File: src/rtl/rxs_pkg.sv
package rxs_pkg;
    localparam int REG_W  = 8;
    localparam int ADDR_W = 2;

    localparam logic [ADDR_W-1:0] ADDR_FLAG = 2'd0;
    localparam logic [ADDR_W-1:0] ADDR_IEN  = 2'd1;
    localparam logic [ADDR_W-1:0] ADDR_FG   = 2'd2;

    localparam int FLG_FULL = 0;
    localparam int FLG_OVR  = 1;

    localparam int IEN_FULL = 0;
    localparam int IEN_OVR  = 1;

    // state-field enables survive initialization mode
    localparam logic [REG_W-1:0] IEN_KEEP_MASK = 8'h3C;
    localparam int FG_VALID_BIT = REG_W - 1;
endpackage

File: src/rtl/rxs_queue_ctl.sv
module rxs_queue_ctl #(
    parameter int DEPTH = 5,
    localparam int PTR_W = (DEPTH > 1) ? $clog2(DEPTH) : 1,
    localparam int CNT_W = $clog2(DEPTH + 1)
) (
    input  logic             clk,
    input  logic             rst_n,
    input  logic             frame_i,
    input  logic             release_i,
    input  logic             ovr_clr_i,
    output logic             full_o,
    output logic             ovr_o,
    output logic [PTR_W-1:0] head_o
);
    typedef struct packed {
        logic [CNT_W-1:0] cnt;
        logic             full;
        logic             ovr;
        logic [PTR_W-1:0] head;
        logic [PTR_W-1:0] tail;
    } qstate_t;

    qstate_t st_d, st_q;

    function automatic logic [PTR_W-1:0] ptr_inc(input logic [PTR_W-1:0] p);
        return (p == PTR_W'(DEPTH - 1)) ? '0 : p + 1'b1;
    endfunction

    logic rel, accept, drop;

    always_comb begin
        st_d   = st_q;
        rel    = release_i && st_q.full;
        accept = frame_i && ((st_q.cnt < CNT_W'(DEPTH)) || rel);
        drop   = frame_i && !accept;

        if (rel) begin
            st_d.full = 1'b0;
            st_d.head = ptr_inc(st_q.head);
        end
        if (accept) begin
            st_d.tail = ptr_inc(st_q.tail);
        end
        st_d.cnt = st_q.cnt + CNT_W'(accept) - CNT_W'(rel);

        // move the oldest waiting entry into the foreground slot
        if (!st_q.full && (st_q.cnt != '0)) begin
            st_d.full = 1'b1;
        end

        if (ovr_clr_i) begin
            st_d.ovr = 1'b0;
        end
        if (drop) begin
            st_d.ovr = 1'b1;
        end
    end

    always_ff @(posedge clk or negedge rst_n) begin
        if (!rst_n) begin
            st_q <= '0;
        end else begin
            st_q <= st_d;
        end
    end

    assign full_o = st_q.full;
    assign ovr_o  = st_q.ovr;
    assign head_o = st_q.head;

    AST_FULL_NEEDS_ENTRY: assert property (@(posedge clk) disable iff (!rst_n)
        st_q.full |-> (st_q.cnt != '0));
    AST_FG_HOLD: assert property (@(posedge clk) disable iff (!rst_n)
        (st_q.full && !release_i) |=> (st_q.full && $stable(st_q.head)));
    AST_CNT_BOUND: assert property (@(posedge clk) disable iff (!rst_n)
        st_q.cnt <= CNT_W'(DEPTH));
    AST_PTR_GAP: assert property (@(posedge clk) disable iff (!rst_n)
        ((int'(st_q.tail) - int'(st_q.head) + DEPTH) % DEPTH) == (int'(st_q.cnt) % DEPTH));
    AST_OVR_DROP: assert property (@(posedge clk) disable iff (!rst_n)
        (frame_i && st_q.cnt == CNT_W'(DEPTH) && !(release_i && st_q.full))
        |=> (st_q.ovr && st_q.cnt == CNT_W'(DEPTH)));
    AST_OVR_STICKY: assert property (@(posedge clk) disable iff (!rst_n)
        (st_q.ovr && !ovr_clr_i) |=> st_q.ovr);
endmodule

File: src/rtl/rxs_ien_reg.sv
module rxs_ien_reg
    import rxs_pkg::*;
(
    input  logic             clk,
    input  logic             rst_n,
    input  logic             init_req_i,
    input  logic             init_ack_i,
    input  logic             wr_i,
    input  logic [REG_W-1:0] wdata_i,
    output logic [REG_W-1:0] ien_o
);
    logic [REG_W-1:0] ien_d, ien_q;
    logic             init_on, open;

    always_comb begin
        init_on = init_req_i && init_ack_i;
        open    = !init_req_i && !init_ack_i;
        ien_d   = ien_q;
        if (init_on) begin
            ien_d = ien_q & IEN_KEEP_MASK;
        end else if (open && wr_i) begin
            ien_d = wdata_i;
        end
    end

    always_ff @(posedge clk or negedge rst_n) begin
        if (!rst_n) begin
            ien_q <= '0;
        end else begin
            ien_q <= ien_d;
        end
    end

    assign ien_o = ien_q;

    AST_INIT_CLEARS: assert property (@(posedge clk) disable iff (!rst_n)
        (init_req_i && init_ack_i) |=> ((ien_q & ~IEN_KEEP_MASK) == '0));
    AST_INIT_KEEPS_STATE: assert property (@(posedge clk) disable iff (!rst_n)
        (init_req_i && init_ack_i) |=> $stable(ien_q & IEN_KEEP_MASK));
    AST_TRANSIT_FROZEN: assert property (@(posedge clk) disable iff (!rst_n)
        (init_req_i ^ init_ack_i) |=> $stable(ien_q));
endmodule

File: src/rtl/can_rx_flag_unit.sv
module can_rx_flag_unit
    import rxs_pkg::*;
#(
    parameter int DEPTH = 5
) (
    input  logic              clk,
    input  logic              rst_n,
    input  logic              frame_ok_i,
    input  logic              cpu_sel_i,
    input  logic              cpu_wr_i,
    input  logic [ADDR_W-1:0] cpu_addr_i,
    input  logic [REG_W-1:0]  cpu_wdata_i,
    output logic [REG_W-1:0]  cpu_rdata_o,
    output logic              cpu_err_o,
    input  logic              init_req_i,
    input  logic              init_ack_i,
    output logic              irq_rx_o,
    output logic              irq_err_o
);
    localparam int PTR_W = (DEPTH > 1) ? $clog2(DEPTH) : 1;

    logic             flag_wr, ien_wr, fg_rd;
    logic             full, ovr;
    logic [PTR_W-1:0] head;
    logic [REG_W-1:0] ien;

    assign flag_wr = cpu_sel_i && cpu_wr_i && (cpu_addr_i == ADDR_FLAG);
    assign ien_wr  = cpu_sel_i && cpu_wr_i && (cpu_addr_i == ADDR_IEN);
    assign fg_rd   = cpu_sel_i && !cpu_wr_i && (cpu_addr_i == ADDR_FG);

    rxs_queue_ctl #(.DEPTH(DEPTH)) u_queue (
        .clk       (clk),
        .rst_n     (rst_n),
        .frame_i   (frame_ok_i),
        .release_i (flag_wr && cpu_wdata_i[FLG_FULL]),
        .ovr_clr_i (flag_wr && cpu_wdata_i[FLG_OVR]),
        .full_o    (full),
        .ovr_o     (ovr),
        .head_o    (head)
    );

    rxs_ien_reg u_ien (
        .clk        (clk),
        .rst_n      (rst_n),
        .init_req_i (init_req_i),
        .init_ack_i (init_ack_i),
        .wr_i       (ien_wr),
        .wdata_i    (cpu_wdata_i),
        .ien_o      (ien)
    );

    always_comb begin
        cpu_rdata_o = '0;
        unique case (cpu_addr_i)
            ADDR_FLAG: begin
                cpu_rdata_o[FLG_FULL] = full;
                cpu_rdata_o[FLG_OVR]  = ovr;
            end
            ADDR_IEN: cpu_rdata_o = ien;
            ADDR_FG: begin
                if (full) begin
                    cpu_rdata_o[FG_VALID_BIT] = 1'b1;
                    cpu_rdata_o[PTR_W-1:0]    = head;
                end
            end
            default: cpu_rdata_o = '0;
        endcase
    end

    assign cpu_err_o = fg_rd && !full;
    assign irq_rx_o  = full && ien[IEN_FULL];
    assign irq_err_o = ovr && ien[IEN_OVR];
endmodule

File: config.mk
export PLATFORM = sky130hd
export DESIGN_NAME = can_rx_flag_unit
export DESIGN_NICKNAME = d
export VERILOG_FILES = /design/src/rtl/rxs_pkg.sv /design/src/rtl/rxs_queue_ctl.sv /design/src/rtl/rxs_ien_reg.sv /design/src/rtl/can_rx_flag_unit.sv
export SDC_FILE = /design/constraint.sdc
export NUM_CORES = 1
export LEC_CHECK = 0
export ABC_AREA = 1
export BUFFER_PORTS_ARGS = -buffer_cell sky130_fd_sc_hd__buf_4
export CAP_MARGIN = 20
export CORE_MARGIN = 5
export CORE_UTILIZATION = 40
export DETAILED_ROUTE_END_ITERATION = 8
export HOLD_SLACK_MARGIN = 0.02
export PLACE_DENSITY = 0.72
export RECOVER_POWER = 50
export SLEW_MARGIN = 20
export SYNTH_ARGS = -nofsm -noshare
export SYNTH_HDL_FRONTEND = slang
export SYNTH_SLANG_ARGS = --single-unit
export TNS_END_PERCENT = 30
File: constraint.sdc
create_clock -name clk -period 4.3 [get_ports clk]
set_input_delay 0.86 -clock clk [delete_from_list [all_inputs] [get_ports clk]]
set_output_delay 0.86 -clock clk [all_outputs]
set_load 0.005 [all_outputs]
Word-level counts from Yosys, hierarchy flattened --
Cells that the tools add are included.
Storage, ports and cells: bits in registers 16, bits of input ports 17, output and inout port bits 11, logic and storage cells 56
Cells by class: add/sub/neg operators 3, order comparisons 1, eq/ne operators 3, muxes and demuxes 13, bitwise logic cells 1, reduce and logical (&&, ||, !) cells 29
Operators with widths (number):
- 1-bit logical AND | 17
- 8-bit two-way mux | 2
- 3-bit two-way mux | 2
- 2-bit case mux with 3 select lines | 1
- 2-bit nonzero test | 3
- 1-bit logical NOT | 5
- 1-bit two-way mux | 5
- 4-bit two-way mux | 1
- 1-bit case mux with 2 select lines | 2
- 3-bit by 1-bit adder with 3-bit output | 1
- 3-bit by 1-bit adder with 3-bit output (second input constant) | 1
- 3-bit == test (second input constant) | 1
- 3-bit less-than comparator (second input constant) | 1
- 3-bit nonzero test | 1
- 3-bit by 1-bit subtractor with 3-bit output | 1
- 2-bit by 1-bit == test with 1-bit output (second input constant) | 1
- 2-bit == test (second input constant) | 1
- 2-bit logical NOT | 1
- 2-bit AND reduction | 1
- 1-bit logical OR | 1
- 1-bit NOT | 1

Logic depth before layout (Yosys ltp) --
word-level depth 9, gate-level depth with buffers 10

Hierarchy --
From an unflattened synthesis, not the netlist that was laid out.
Second synthesis, totals: cells, all modules 137, area total of the unflattened synthesis 1042.2 sq um
By module, submodules not included:
- rxs_queue_ctl | times used 1, cells each 53, area an instance 475.5 sq um, seq. area each 200.2 sq um
- rxs_ien_reg | times used 1, cells each 36, area an instance 336.6 sq um, seq. area each 200.2 sq um
- can_rx_flag_unit | times used 1, cells each 48, area an instance 230.2 sq um, seq. area each 0.0 sq um

Worst setup path after synthesis --
No wires, ideal clock.
path kind input to register, start point in cpu_addr_i[0], end point reg u_queue.st_q[10] in the netlist's numbering, setup time 0.123 ns, data arrival time 2.356 ns, path slack 1.821 ns, stages on the path 10, cells stage by stage inv_1 ha_1 nand3_1 nor2_4 ha_1 inv_1 ha_1 inv_1 fa_1 xnor2_1
RTL lines:
- start, declared | line can_rx_flag_unit.sv:11 | input logic [ADDR_W-1:0] cpu_addr_i,
- end signal, assigned | line rxs_queue_ctl.sv:63 | st_q <= st_d;
- end, declared | line rxs_queue_ctl.sv:23 | qstate_t st_d, st_q;

Final worst setup path --
start point in cpu_addr_i[1], end point out cpu_rdata_o[1]
On the way: longest elaborated chain between the ends 2, elaborated cells between the ends (all ways) 4
RTL lines:
- 2-bit == test, or another cell as far along | line can_rx_flag_unit.sv:54 | unique case (cpu_addr_i)
- 2-bit case mux with 3 select lines (*) | line can_rx_flag_unit.sv:54
- end, declared | line can_rx_flag_unit.sv:13 | output logic [REG_W-1:0] cpu_rdata_o,
Every way passes the cells marked *; elsewhere a longest branch is shown, timed or not.

==> impl_metrics.sql <==
INSERT INTO impl_metrics (metric_group, metric, value, unit) VALUES
('run_status', 'outcome', 'complete, no violations', ''),
('floorplanning', 'floorplan.die.height', '60.9', 'µm'),
('grt', 'global_route.overflow_total', '0', ''),
('setup_path', 'element_type_at_the_critical_path_end', 'primary output', ''),
('timing', 'final_hold_viol_count', '0', ''),
('clock_tree', 'cts-buffers-inserted', '3', ''),
('synth', 'netlist.top_cell.by_area', 'sky130_fd_sc_hd__dfrtp_1', ''),
('clock_tree', 'cts.htree.levels', '1', ''),
('clock_tree', 'clk_pin_slew_worst_setup_hold_paths', '100', 'ps'),
('setup_path', 'timing.critical_path.max_delay_family', 'adder cells', ''),
('power', 'power_density', '371', 'nW/µm²'),
('clock_tree', 'cts_hold_repair.buffers', '0', ''),
('grt', 'grt_start_max_net_pins', '17', ''),
('setup_path', 'start_kind', 'input port', ''),
('clock_tree', 'post-cts-setup-buffer-count', '0', ''),
('place', 'place.detailed.hpwl', '1780', 'µm'),
('final_layout', 'net_total_in_the_final_layout', '190', ''),
('power', 'power.static_leakage', '0.000780', 'µW'),
('timing', 'timing.max_slew.rel_slack', '0.418', ''),
('grt', 'global_route.usage.total', '0.141', ''),
('clock_tree', 'cts_num_sinks', '16', ''),
('final_layout', 'area.growth.synth_to_final', '24.2', '%'),
('synth', 'yosys.cell_types.count', '17', ''),
('place', 'numPortBuffers', '27', ''),
('floorplanning', 'ios', '28', ''),
('floorplanning', 'placementRows', '18', ''),
('setup_path', 'cp_data_arrival_time', '1900', 'ps'),
('floorplanning', 'floorplan.core_area', '2480', 'µm²'),
('final_layout', 'n_antenna_cell', '0', ''),
('timing', 'slew_at_the_pin_closest_to_its_max_slew_limit', '873', 'ps'),
('clock_tree', 'root_buffer', 'sky130_fd_sc_hd__clkbuf_4', ''),
('synth', 'synthesis.area_per_instance', '7.90', 'µm²'),
('detailed_routing', 'drcViolationCount', '0', ''),
('grt', 'vias_in_the_first_global_route', '894', ''),
('timing', 'fin_crit_sh', '0.641', ''),
('synth', 'netlist_instances', '131', ''),
('floorplanning', 'starting_density', '0.418', ''),
('detailed_routing', 'vias', '913', ''),
('setup_path', 'cp_cell_sequence', 'buf_4 -> inv_1 -> ha_1 -> nand2_1 -> nand2_1 -> a21oi_1 -> nor2_1 -> buf_4', ''),
('clock_tree', 'post_cts.resized_instances', '0', ''),
('final_layout', 'stdcell_area', '1280', 'µm²'),
('setup_path', 'critical_path_depth', '8', ''),
('run', 'drv.max_cap_violation_count', '0', ''),
('clock_tree', 'tritoncts_clock_tree', 'done', ''),
('setup_path', 'critPathKind', 'in2out', ''),
('detailed_routing', 'post_drt_wl_per_cell', '11.7', 'µm'),
('timing', 'report.final.setup_viol', '0', ''),
('timing', 'fin_tns_setup', '0', 'ps'),
('timing', 'timing.fmax', '363', 'MHz'),
('final_layout', 'final_layout_size_suffix_gt1_frac', '0.217', ''),
('place', 'placement_stage_worst_setup_slack', '1520', 'ps'),
('detailed_routing', 'number_of_vias_per_cell', '4.78', ''),
('synth', 'count_of_synthesis_stage_warnings_from_yosys', '0', ''),
('synth', 'synth_async_sr_flop_share', '1.00', ''),
('hold_path', 'hold_path_startpoint', 'u_ien.ien_o[3]', ''),
('timing', 'holdWs', '477', 'ps'),
('setup_path', 'timing.critical_path.required', '3440', 'ps'),
('timing', 'finalClockSkew', '0.522', 'ps'),
('synth', 'netlist_top_cells_area', 'sky130_fd_sc_hd__dfrtp_1 (39%), sky130_fd_sc_hd__nand2_1 (16%), sky130_fd_sc_hd__ha_1 (12%)', ''),
('place', 'post_dp_cell_area', '1260', 'µm²'),
('hold_path', 'hold_path_class', 'reg2reg', ''),
('timing', 'final_max_slew_viol_count', '0', ''),
('setup_path', 'critical_path_buf_inv_count', '3', ''),
('setup_path', 'max_stage_delay', '400', 'ps'),
('synth', 'post-synth-top-count-cell', 'sky130_fd_sc_hd__nand2_1', ''),
('detailed_routing', 'firstDrtPassIters', '4', ''),
('power', 'finalPower', '477', 'µW'),
('setup_path', 'worstPathMaxFanout', '9', ''),
('detailed_routing', 'routed_wirelength', '2240', 'µm'),
('power', 'vdd_drop_max', '275', 'µV'),
('place', 'gp_congestion', '0.755', '');
## stage by stage
stage                     instances   util
after floorplan                 131      -
after global placement          187  0.510
after detailed placement        187  0.510
after CTS                       191  0.525
after global routing            191  0.519
final                           191  0.519
## flip-flops by register name, indices dropped and copies added (netlist names)
name,cells
u_ien.ien_o,8
u_queue.full_o,1
u_queue.head_o,3
u_queue.ovr_o,1
u_queue.st_q,3
## cells by family after synthesis
group,count (synthesis),synth area share
compound gates,7,0.0399
xor+xnor,1,0.00847
fa+ha+maj,11,0.140
buf+inv,23,0.0931
flops,16,0.387
simple gates,73,0.331
## tightest hold or removal path, stage by stage, from the launching register on
cell and delay [ps]:
sky130_fd_sc_hd__dfrtp_1 360, sky130_fd_sc_hd__nand2_1 50, sky130_fd_sc_hd__nand2_1 40
## layout by cell type (no fill, tap or decap)
cell type                  Yosys  layout
sky130_fd_sc_hd__inv_1        21      21
sky130_fd_sc_hd__a21oi_1       5       5
sky130_fd_sc_hd__o21ai_0       1       1
sky130_fd_sc_hd__nor2_4        2       1
sky130_fd_sc_hd__nor3_1        1       1
sky130_fd_sc_hd__xnor2_1       1       1
sky130_fd_sc_hd__clkbuf_1      0       2
sky130_fd_sc_hd__nor2_8        1       1
sky130_fd_sc_hd__clkbuf_4      0       3
sky130_fd_sc_hd__inv_4         1       1
sky130_fd_sc_hd__clkbuf_8      0       1
sky130_fd_sc_hd__nand2_1      43      43
sky130_fd_sc_hd__fa_1          1       1
sky130_fd_sc_hd__a21boi_2      1       1
sky130_fd_sc_hd__nor2_1        7       8
sky130_fd_sc_hd__dfrtp_1      16      16
sky130_fd_sc_hd__buf_4         0      25
sky130_fd_sc_hd__ha_1         10      10
sky130_fd_sc_hd__nand2_4       2       2
sky130_fd_sc_hd__nand3_1      17      17
## report_power, final
group | internal [µW] | switching (µW) | total (µW)
Clock | 51.6 | 49.9 | 102
Combinational | 74.0 | 83.1 | 157
Sequential | 187 | 31.8 | 219
## path summary, 6_finish.rpt
kind | to | slack, ps
min in group asynchronous | u_ien.ien_o[1] | 650
min reg2reg | u_ien.ien_o[3] | 480
max reg2reg | u_queue.st_q[10] | 2250
max | cpu_rdata_o[1] | 1540
max in group asynchronous | u_queue.st_q[9] | 3110
min | u_ien.ien_o[3] | 480
## per-layer routing
layer / part of all wire / vias up / GRT usage / routed length [µm]
met5: 0 / - / 0 / 0
met1: 0.41 / 423 / 0.176 / 930
met3: 0.040 / 5 / 0.0128 / 90
met4: 0.028 / 0 / 0.0929 / 63
met2: 0.52 / 21 / 0.232 / 1160
li1: - / 464 / - / -
## area by class of cell
type,count,area (µm²)
multi-input cells,92,531
flip-flops and latches,16,400
inverters,22,85.1
fillers,242,1190
well taps,30,37.5
clock buffers,4,36.3
repair buffers,27,195
Power figures use the tool's default switching activity.
